[src/rtl/dramrb_pkg.sv]
package dramrb_pkg;
  // number of index bits for n entries, never below one
  function automatic int idx_bits(input int n);
    return (n <= 2) ? 1 : $clog2(n);
  endfunction

  function automatic int max2(input int a, input int b);
    return (a > b) ? a : b;
  endfunction

  // command decode result
  typedef enum logic [1:0] {
    CMD_IDLE  = 2'd0,
    CMD_ROW   = 2'd1,
    CMD_READ  = 2'd2,
    CMD_WRITE = 2'd3
  } dram_cmd_e;

  function automatic dram_cmd_e decode_cmd(input logic row_s, input logic col_s, input logic we);
    if (row_s)     return CMD_ROW;
    else if (col_s) return we ? CMD_WRITE : CMD_READ;
    else           return CMD_IDLE;
  endfunction
endpackage

[src/rtl/dramrb_array.sv]
module dramrb_array #(
  parameter int ROWS  = 4,
  parameter int COLS  = 4,
  parameter int WIDTH = 8,
  localparam int RAW  = dramrb_pkg::idx_bits(ROWS),
  localparam int CAW  = dramrb_pkg::idx_bits(COLS),
  localparam int LINE = COLS * WIDTH
) (
  input  logic             clk,
  input  logic             rst_n,
  input  logic [RAW-1:0]   rd_row,
  output logic [LINE-1:0]  rd_line,
  input  logic             wr_en,
  input  logic [RAW-1:0]   wr_row,
  input  logic [CAW-1:0]   wr_col,
  input  logic [WIDTH-1:0] wr_data
);
  logic [LINE-1:0] mem [ROWS];

  function automatic logic [WIDTH-1:0] cell_of(input logic [LINE-1:0] line, input logic [CAW-1:0] col);
    return line[col*WIDTH +: WIDTH];
  endfunction

  logic rd_in_range;
  assign rd_in_range = ({1'b0, rd_row} < (RAW+1)'(ROWS));
  assign rd_line     = rd_in_range ? mem[rd_row] : '0;

  logic wr_in_range;
  assign wr_in_range = ({1'b0, wr_row} < (RAW+1)'(ROWS)) && ({1'b0, wr_col} < (CAW+1)'(COLS));

  always_ff @(posedge clk) begin
    if (!rst_n) begin
      for (int r = 0; r < ROWS; r++) mem[r] <= '0;
    end else if (wr_en && wr_in_range) begin
      mem[wr_row][wr_col*WIDTH +: WIDTH] <= wr_data;
    end
  end

  // an accepted write lands in the grid on that edge
  assert_write_lands_R5: assert property (@(posedge clk) disable iff (!rst_n)
    (wr_en && wr_in_range) |=> cell_of(mem[$past(wr_row)], $past(wr_col)) == $past(wr_data));
endmodule

[src/rtl/dramrb_rowbuf.sv]
module dramrb_rowbuf #(
  parameter int ROWS  = 4,
  parameter int COLS  = 4,
  parameter int WIDTH = 8,
  localparam int RAW  = dramrb_pkg::idx_bits(ROWS),
  localparam int CAW  = dramrb_pkg::idx_bits(COLS),
  localparam int LINE = COLS * WIDTH
) (
  input  logic             clk,
  input  logic             rst_n,
  input  logic             load,
  input  logic [RAW-1:0]   load_row,
  input  logic [LINE-1:0]  load_line,
  input  logic             wr_en,
  input  logic [CAW-1:0]   wr_col,
  input  logic [WIDTH-1:0] wr_data,
  output logic             open_o,
  output logic [RAW-1:0]   row_o,
  output logic [LINE-1:0]  line_o
);
  always_ff @(posedge clk) begin
    if (!rst_n) begin
      open_o <= 1'b0;
      row_o  <= '0;
      line_o <= '0;
    end else if (load) begin
      open_o <= 1'b1;
      row_o  <= load_row;
      line_o <= load_line;
    end else if (wr_en && open_o) begin
      line_o[wr_col*WIDTH +: WIDTH] <= wr_data;
    end
  end

  // a row command opens exactly the requested row
  assert_row_opens_R2: assert property (@(posedge clk) disable iff (!rst_n)
    load |=> (open_o && row_o == $past(load_row)));
  // once open, a row stays open until reset
  assert_open_sticky_R2: assert property (@(posedge clk) disable iff (!rst_n)
    open_o |=> open_o);
endmodule

[src/rtl/dramrb_colpath.sv]
module dramrb_colpath #(
  parameter int COLS  = 4,
  parameter int WIDTH = 8,
  localparam int CAW  = dramrb_pkg::idx_bits(COLS),
  localparam int LINE = COLS * WIDTH
) (
  input  logic             clk,
  input  logic             rst_n,
  input  logic             rd_req,
  input  logic             col_req,
  input  logic             row_open,
  input  logic [CAW-1:0]   col,
  input  logic [LINE-1:0]  line,
  output logic [WIDTH-1:0] rd_data,
  output logic             rd_valid,
  output logic             miss_err
);
  function automatic logic [WIDTH-1:0] pick(input logic [LINE-1:0] l, input logic [CAW-1:0] c);
    return ({1'b0, c} < (CAW+1)'(COLS)) ? l[c*WIDTH +: WIDTH] : '0;
  endfunction

  logic miss_evt;
  assign miss_evt = col_req && !row_open;

  always_ff @(posedge clk) begin
    if (!rst_n) begin
      rd_data  <= '0;
      rd_valid <= 1'b0;
      miss_err <= 1'b0;
    end else begin
      rd_valid <= rd_req;
      miss_err <= miss_evt;
      if (rd_req) rd_data <= row_open ? pick(line, col) : '0;
    end
  end

  // a read with no open row returns zero
  assert_miss_zero_R6: assert property (@(posedge clk) disable iff (!rst_n)
    (rd_req && !row_open) |=> (rd_data == '0 && miss_err));
  // data holds between reads
  assert_hold_R8: assert property (@(posedge clk) disable iff (!rst_n)
    !rd_req |=> $stable(rd_data));
endmodule

[src/rtl/dramrb_top.sv]
module dramrb_top #(
  parameter int ROWS  = 4,
  parameter int COLS  = 4,
  parameter int WIDTH = 8,
  localparam int RAW  = dramrb_pkg::idx_bits(ROWS),
  localparam int CAW  = dramrb_pkg::idx_bits(COLS),
  localparam int AW   = dramrb_pkg::max2(RAW, CAW),
  localparam int LINE = COLS * WIDTH
) (
  input  logic             clk,
  input  logic             rst_n,
  input  logic             row_stb,
  input  logic             col_stb,
  input  logic             wr_en,
  input  logic [AW-1:0]    addr,
  input  logic [WIDTH-1:0] wr_data,
  output logic [WIDTH-1:0] rd_data,
  output logic             rd_valid,
  output logic             miss_err
);
  import dramrb_pkg::*;

  // named internal events
  dram_cmd_e cmd;
  logic ev_row, ev_col, ev_read, ev_write_ok;
  logic row_open;
  logic [RAW-1:0]  open_row;
  logic [LINE-1:0] array_line, buf_line;
  logic [RAW-1:0]  row_field;
  logic [CAW-1:0]  col_field;

  assign cmd         = decode_cmd(row_stb, col_stb, wr_en);
  assign ev_row      = (cmd == CMD_ROW);
  assign ev_read     = (cmd == CMD_READ);
  assign ev_col      = (cmd == CMD_READ) || (cmd == CMD_WRITE);
  assign ev_write_ok = (cmd == CMD_WRITE) && row_open;
  assign row_field   = addr[RAW-1:0];
  assign col_field   = addr[CAW-1:0];

  dramrb_array #(.ROWS(ROWS), .COLS(COLS), .WIDTH(WIDTH)) u_array (
    .clk(clk), .rst_n(rst_n),
    .rd_row(row_field), .rd_line(array_line),
    .wr_en(ev_write_ok), .wr_row(open_row), .wr_col(col_field), .wr_data(wr_data)
  );

  dramrb_rowbuf #(.ROWS(ROWS), .COLS(COLS), .WIDTH(WIDTH)) u_rowbuf (
    .clk(clk), .rst_n(rst_n),
    .load(ev_row), .load_row(row_field), .load_line(array_line),
    .wr_en(ev_write_ok), .wr_col(col_field), .wr_data(wr_data),
    .open_o(row_open), .row_o(open_row), .line_o(buf_line)
  );

  dramrb_colpath #(.COLS(COLS), .WIDTH(WIDTH)) u_colpath (
    .clk(clk), .rst_n(rst_n),
    .rd_req(ev_read), .col_req(ev_col), .row_open(row_open),
    .col(col_field), .line(buf_line),
    .rd_data(rd_data), .rd_valid(rd_valid), .miss_err(miss_err)
  );

  // every accepted read is answered one cycle later
  assert_read_latency_R3: assert property (@(posedge clk) disable iff (!rst_n)
    (col_stb && !row_stb && !wr_en) |=> rd_valid);
  // no read sampled means no valid pulse
  assert_no_spurious_valid_R8: assert property (@(posedge clk) disable iff (!rst_n)
    !(col_stb && !row_stb && !wr_en) |=> !rd_valid);
  // a row command in the same cycle suppresses the column side
  assert_row_wins_R7: assert property (@(posedge clk) disable iff (!rst_n)
    row_stb |=> (!rd_valid && !miss_err));
  // a column command with no row open flags an error
  assert_miss_flag_R6: assert property (@(posedge clk) disable iff (!rst_n)
    (col_stb && !row_stb && !row_open) |=> miss_err);
  // the error is a single-cycle pulse
  assert_miss_pulse_R6: assert property (@(posedge clk) disable iff (!rst_n)
    miss_err |=> !miss_err || $past(col_stb && !row_stb && !row_open));
endmodule

[config.mk]
export PLATFORM = sky130hd
export DESIGN_NAME = dramrb_top
export DESIGN_NICKNAME = d
export VERILOG_FILES = /design/src/rtl/dramrb_pkg.sv /design/src/rtl/dramrb_array.sv /design/src/rtl/dramrb_rowbuf.sv /design/src/rtl/dramrb_colpath.sv /design/src/rtl/dramrb_top.sv
export SDC_FILE = /design/constraint.sdc
export NUM_CORES = 1
export LEC_CHECK = 0
export BUFFER_PORTS_ARGS = -buffer_cell sky130_fd_sc_hd__buf_2
export CAP_MARGIN = 40
export CORE_ASPECT_RATIO = 1.75
export CORE_UTILIZATION = 45
export CTS_CLUSTER_SIZE = 20
export DETAILED_ROUTE_END_ITERATION = 12
export SETUP_SLACK_MARGIN = 0.4
export SLEW_MARGIN = 20
export SYNTH_ARGS = -nofsm -noshare
export SYNTH_HDL_FRONTEND = slang
export SYNTH_SLANG_ARGS = --single-unit
[constraint.sdc]
create_clock -name clk -period 6.6 [get_ports clk]
set_clock_uncertainty 0.1 [all_clocks]
set_input_delay 1.65 -clock clk [delete_from_list [all_inputs] [get_ports clk]]
set_output_delay 1.65 -clock clk [all_outputs]
set_load 0.005 [all_outputs]
Word-level counts from Yosys, hierarchy flattened
Memory sizes are Yosys's and may differ from the RTL's.
Cells that the tools add are included.
W data, S select, Z words.
- flip-flop bits (word level): 45
- latch bits: 0
- bits in writable memories: 128
- memory bits (read-only): 0
- bits of input ports: 15
- output and inout port bits: 10
- logic and storage cells: 35
- memories kept: 1
- add/subtract/negate cells: 1
- $mul: 0
- divide/modulo/power cells: 0
- order comparisons: 0
- equal/unequal tests: 3
- shift operators: 3
- mux-type cells: 14
- bitwise operators: 0
- reduce and logical (&&, ||, !) cells: 7
- memory list (memory ; words ; width ; rd ports ; clocked after Yosys merged registers in ; wr ports ; line ; RTL):
    u_array.mem ; 4 ; 32 ; 1 ; 0 ; 4 ; dramrb_array.sv:18 ; logic [LINE-1:0] mem [ROWS];
- operator list (kind ; count):
    $mux W32 ; 5
    $neg A5 Y34 ; 1
    $shift A8 B34 Y32 const A ; 1
    $shiftx A8 B34 Y32 ; 1
    $bwmux W32 ; 1
    $reduce_or A32 Y1 ; 1
    $shiftx A32 B6 Y8 ; 1
    $mux W8 ; 1
    $mux W2 ; 3
    $eq A2 B2 Y1 const B ; 2
    $mux W1 ; 4
    $logic_and A1 B1 Y1 ; 3
    $eq A2 B1 Y1 const B ; 1
    $reduce_bool A2 Y1 ; 1
    $logic_not A1 Y1 ; 1
    $logic_or A1 B1 Y1 ; 1

Depth between registers and ports, before layout
- depth after elaboration: 10
- mapped depth: 11
- gate-level depth less buffers: 5

Modules after synthesis
Synthesis repeated with hierarchy kept, for this count alone.
- cells, all modules: 658
- area total of the unflattened synthesis: 8436.8 um2
- modules (own cells, without submodules) (module ; instances ; cells each ; area each (um2) ; sequential area each (um2)):
    dramrb_array ; 1 ; 439 ; 6229.7 ; 3843.7
    dramrb_rowbuf ; 1 ; 180 ; 1672.9 ; 700.7
    dramrb_colpath ; 1 ; 35 ; 506.7 ; 200.2
    dramrb_top ; 1 ; 4 ; 27.5 ; 0.0

Worst setup path after synthesis
Ideal clock, no wire load.
- path type: input to register
- start point: input port addr[0]
- end point: memory u_array.mem[0][24] in the netlist's numbering (data pin)
- library setup time: 0.137 ns
- arrival time: 4.030 ns
- required time: 6.363 ns
- setup slack: 2.333 ns
- cell stages on the path: 11
- buffers on the path: 6
- cells stage by stage: buf_2 -> buf_2 -> buf_2 -> inv_1 -> ha_1 -> clkbuf_2 -> or3b_1 -> or4_4 -> buf_6 -> buf_12 -> nor2_2
- RTL lines (element ; line ; RTL):
    from (decl) ; dramrb_top.sv:15 ; input logic [AW-1:0] addr,
    to (decl) ; dramrb_array.sv:18 ;

==> results_dict.tcl <==
set metrics [dict create \
    result_of_the_run "finished, final reports clean" \
    p_leak_uw 0.00318 \
    power.density_cell_area_mw_per_mm2 272 \
    global_route_wire_length_before_repair_mm 32.0 \
    r2r_start "u_rowbuf.row_o[1]" \
    first_global_vias 5364 \
    setup_violations 0 \
    clkSinkCount 173 \
    worstRegToRegCells 3 \
    cts-root-buf "clkbuf_16" \
    drt_pass_1_iters 5 \
    hold_depth 1 \
    p_total_uw 2420 \
    finalNetCount 708 \
    core_area_mm2 0.0175 \
    synth_edf_count 128 \
    timing.max_slew.rel_slack_pct 44.8 \
    die_w_um 103 \
    wire_per_inst_um 22.8 \
    worstPathArrival_ps 4200 \
    cts_buffers 17 \
    slew_viol_final 0 \
    finalWeightedCongestion 0.954 \
    netlist.area_leader.share_pct 48.1 \
    cp.required_ps 6550 \
    max_cap_viol_count 0 \
    fillers 1597 \
    post_synth_num_cell_types 46 \
    multi_input_gate_area_mm2 0.00297 \
    detailed_placement_hpwl_mm 15.5 \
    ys_async_sr_fraction_pct 0 \
    yosysTopAreaCell "edfxtp_1" \
    via_per_inst 5.71 \
    area_growth_from_synthesis_to_final_layout_pct 11.1 \
    worst-slew-pin-transition_ps 829 \
    ctsResizeCount 0 \
    cts_hold_repair.buffers 0 \
    grt_util_all_layers_pct 25.1 \
    hold_violations 0 \
    worst_hold_end "u_colpath.rd_data[1]" \
    most_used_layer_global_route "met2" \
    hp-class "reg -> reg" \
    critical_path_class "in -> reg" \
    synthTopCellsByArea "edfxtp_1 (48%), dfxtp_1 (11%), mux2i_1 (5.1%)" \
    drc 0 \
    netlist_area_mm2 0.00799 \
    cts_tree "built" \
    clkSlewWorstSetupHoldPaths_ps 70 \
    postCtsSetupRepairBufs 0 \
    clkLatencyLatePin_ps 430 \
    final.setup.tns_ps 0 \
    antennaDiodeCount 0 \
    first_iter_violations 352 \
    postSynthCellCount 681 \
    max_freq_mhz 235 \
    globalRouteMet1Util_pct 27.2 \
    setup.worst_path.start_class "primary input" \
    stdcell_area_mm2 0.00887 \
    rr_endpoint "u_array.mem[2][1]" \
    mapped_avg_cell_area_um2 11.7 \
    global_route.usage.met3_pct 4.23 \
    endpoint_kind "flop" \
    cts_max_level 4 \
    ys_dominant_reg_cell "edfxtp_1" \
    critical_path.max_fanout 33 \
    utilization_pct 50.8 \
    register_area_mm2 0.00474 \
    setup.reg_to_reg.worst_slack_ps 4010 \
    synthesis.yosys.warnings 0 \
    period_needed_ps 4250 \
    rsz0062_at_grt "no" \
    drtAntennaViolNets 0 \
    ys_ff_latch 173 \
    vdd_ir_drop_max_uv 184 \
    global_route.overflow_total 0 \
    timing.final.crit_share_pct 64.4 \
    antenna_found_initial 0 \
    worst_hold_startpoint "u_colpath.rd_data[1]" \
    fp.dieH_um 178 \
    buffer_ports.inserted 24 \
    fp-row-count 64 \
    number_of_top_level_design_ports 25 \
    largest_net_degree_at_the_start_of_global_routing 56 \
    max_clock_buf_depth 2 \
    placement.cell_area_mm2 0.00827 \
    wl_mm 21.3 \
    synth_fp_nets 700 \
    synth-seq-area-share_pct 59.4 \
    final_layout_size_suffix_gt1_share_pct 17.0 \
    initial_core_util_pct 45.7 \
    design.die.area_mm2 0.0183 \
    use_met2_pct 41.4 \
    detailed_route_via_count 5323 \
]
## kinds of logic (layout without fill, tap and decap cells)
family                     count (synthesis)  after routing  synth area share, %
and+or+nand+nor                          245            245                 15.0
adders and majority gates                  4              4                0.627
muxes                                     73             73                 10.8
AOI/OAI and AO/OA                        127            127                 10.8
buffers and inverters                     59             80                 3.43
DFF                                      173            173                 59.4
## power breakdown
part / switching [uW] / internal [uW]
clock network: 429 / 563
registers: 19.0 / 1210
logic: 131 / 67.8
total: 578 / 1840
## stage by stage
stage                     hold WS (ps)  instances  setup WS [ps]
after floorplan                    366        681           2330
after global placement             361        884           1940
after detailed placement           356        899           1940
after CTS                          379        931           2370
after global routing               412        933           2160
final                              380        933           2350
## sequential cells by signal, summed over array words and instances (netlist names)
name / cells
u_rowbuf.line_o: 32
u_array.mem: 128
u_colpath.miss_err: 1
u_colpath.rd_valid: 1
u_rowbuf.open_o: 1
u_rowbuf.row_o: 2
u_colpath.rd_data: 8
## worst max-delay path, stage by stage
cell and delay [ps]:
buf_4 380, inv_1 130, ha_1 370, nor4_1 630, a2111oi_0 230, buf_1 160, a21oi_1 640
## how the worst max path moves through the flow
stage,from,endpoint,cells after the start
2_1_floorplan,addr[0],u_array.mem[0][24],11
3_3_place_gp,rst_n,u_array.mem[1][8],4
3_5_place_dp,addr[0],u_array.mem[3][1],7
4_1_cts,addr[0],u_array.mem[3][2],7
5_1_grt,addr[0],u_array.mem[3][20],7
6_report,addr[0],u_array.mem[3][19],7
## final cells by class
type / count / share of cell area [%]
inverters: 3 / 0.127
flip-flops and latches: 173 / 53.5
clock inverters: 15 / 1.82
well taps: 231 / 3.26
clock buffers: 17 / 4.80
repair buffers: 45 / 3.05
multi-input cells: 449 / 33.5
## synth_stat cells (all sizes together), types with 6 or more instances
library cell,count
edfxtp,128
nor2,101
nand2,68
dfxtp,45
mux2i,41
o21ai,41
clkbuf,37
and2,32
a31oi,30
mux2,24
a2bb2oi,22
buf,19
nor2b,13
a22o,8
mux4,8
o22a,8
a21oi,6
## cells in the final DEF, fill, tap and decap left out, drive strengths merged, types with 3 or more instances in the layout
| cell type | synthesis | layout |
|---|---|---|
| mux2 | 24 | 24 |
| nand4 | 5 | 5 |
| nand3 | 5 | 5 |
| edfxtp | 128 | 128 |
| clkinv | 0 | 6 |
| mux2i | 41 | 41 |
| a31oi | 30 | 30 |
| and2 | 32 | 32 |
| ha | 4 | 4 |
| o21ai | 41 | 41 |
| nor2 | 101 | 101 |
| a41o | 4 | 4 |
| a22o | 8 | 8 |
| a21oi | 6 | 6 |
| dfxtp | 45 | 45 |
| nand2b | 5 | 5 |
| inv | 3 | 8 |
| nor4b | 4 | 4 |
| a2bb2oi | 22 | 22 |
| clkbuf | 37 | 19 |
| nand2 | 68 | 68 |
| nor2b | 13 | 13 |
| buf | 19 | 43 |
| mux4 | 8 | 8 |
| o21a | 3 | 3 |
| o22a | 8 | 8 |
## routing by layer
metal / up-vias / wire (um)
met4: 0 / 1980
met3: 66 / 884
met5: - / 0
met2: 178 / 10600
met1: 2572 / 7810
li1: 2507 / -
Power figures use the tool's default switching activity.
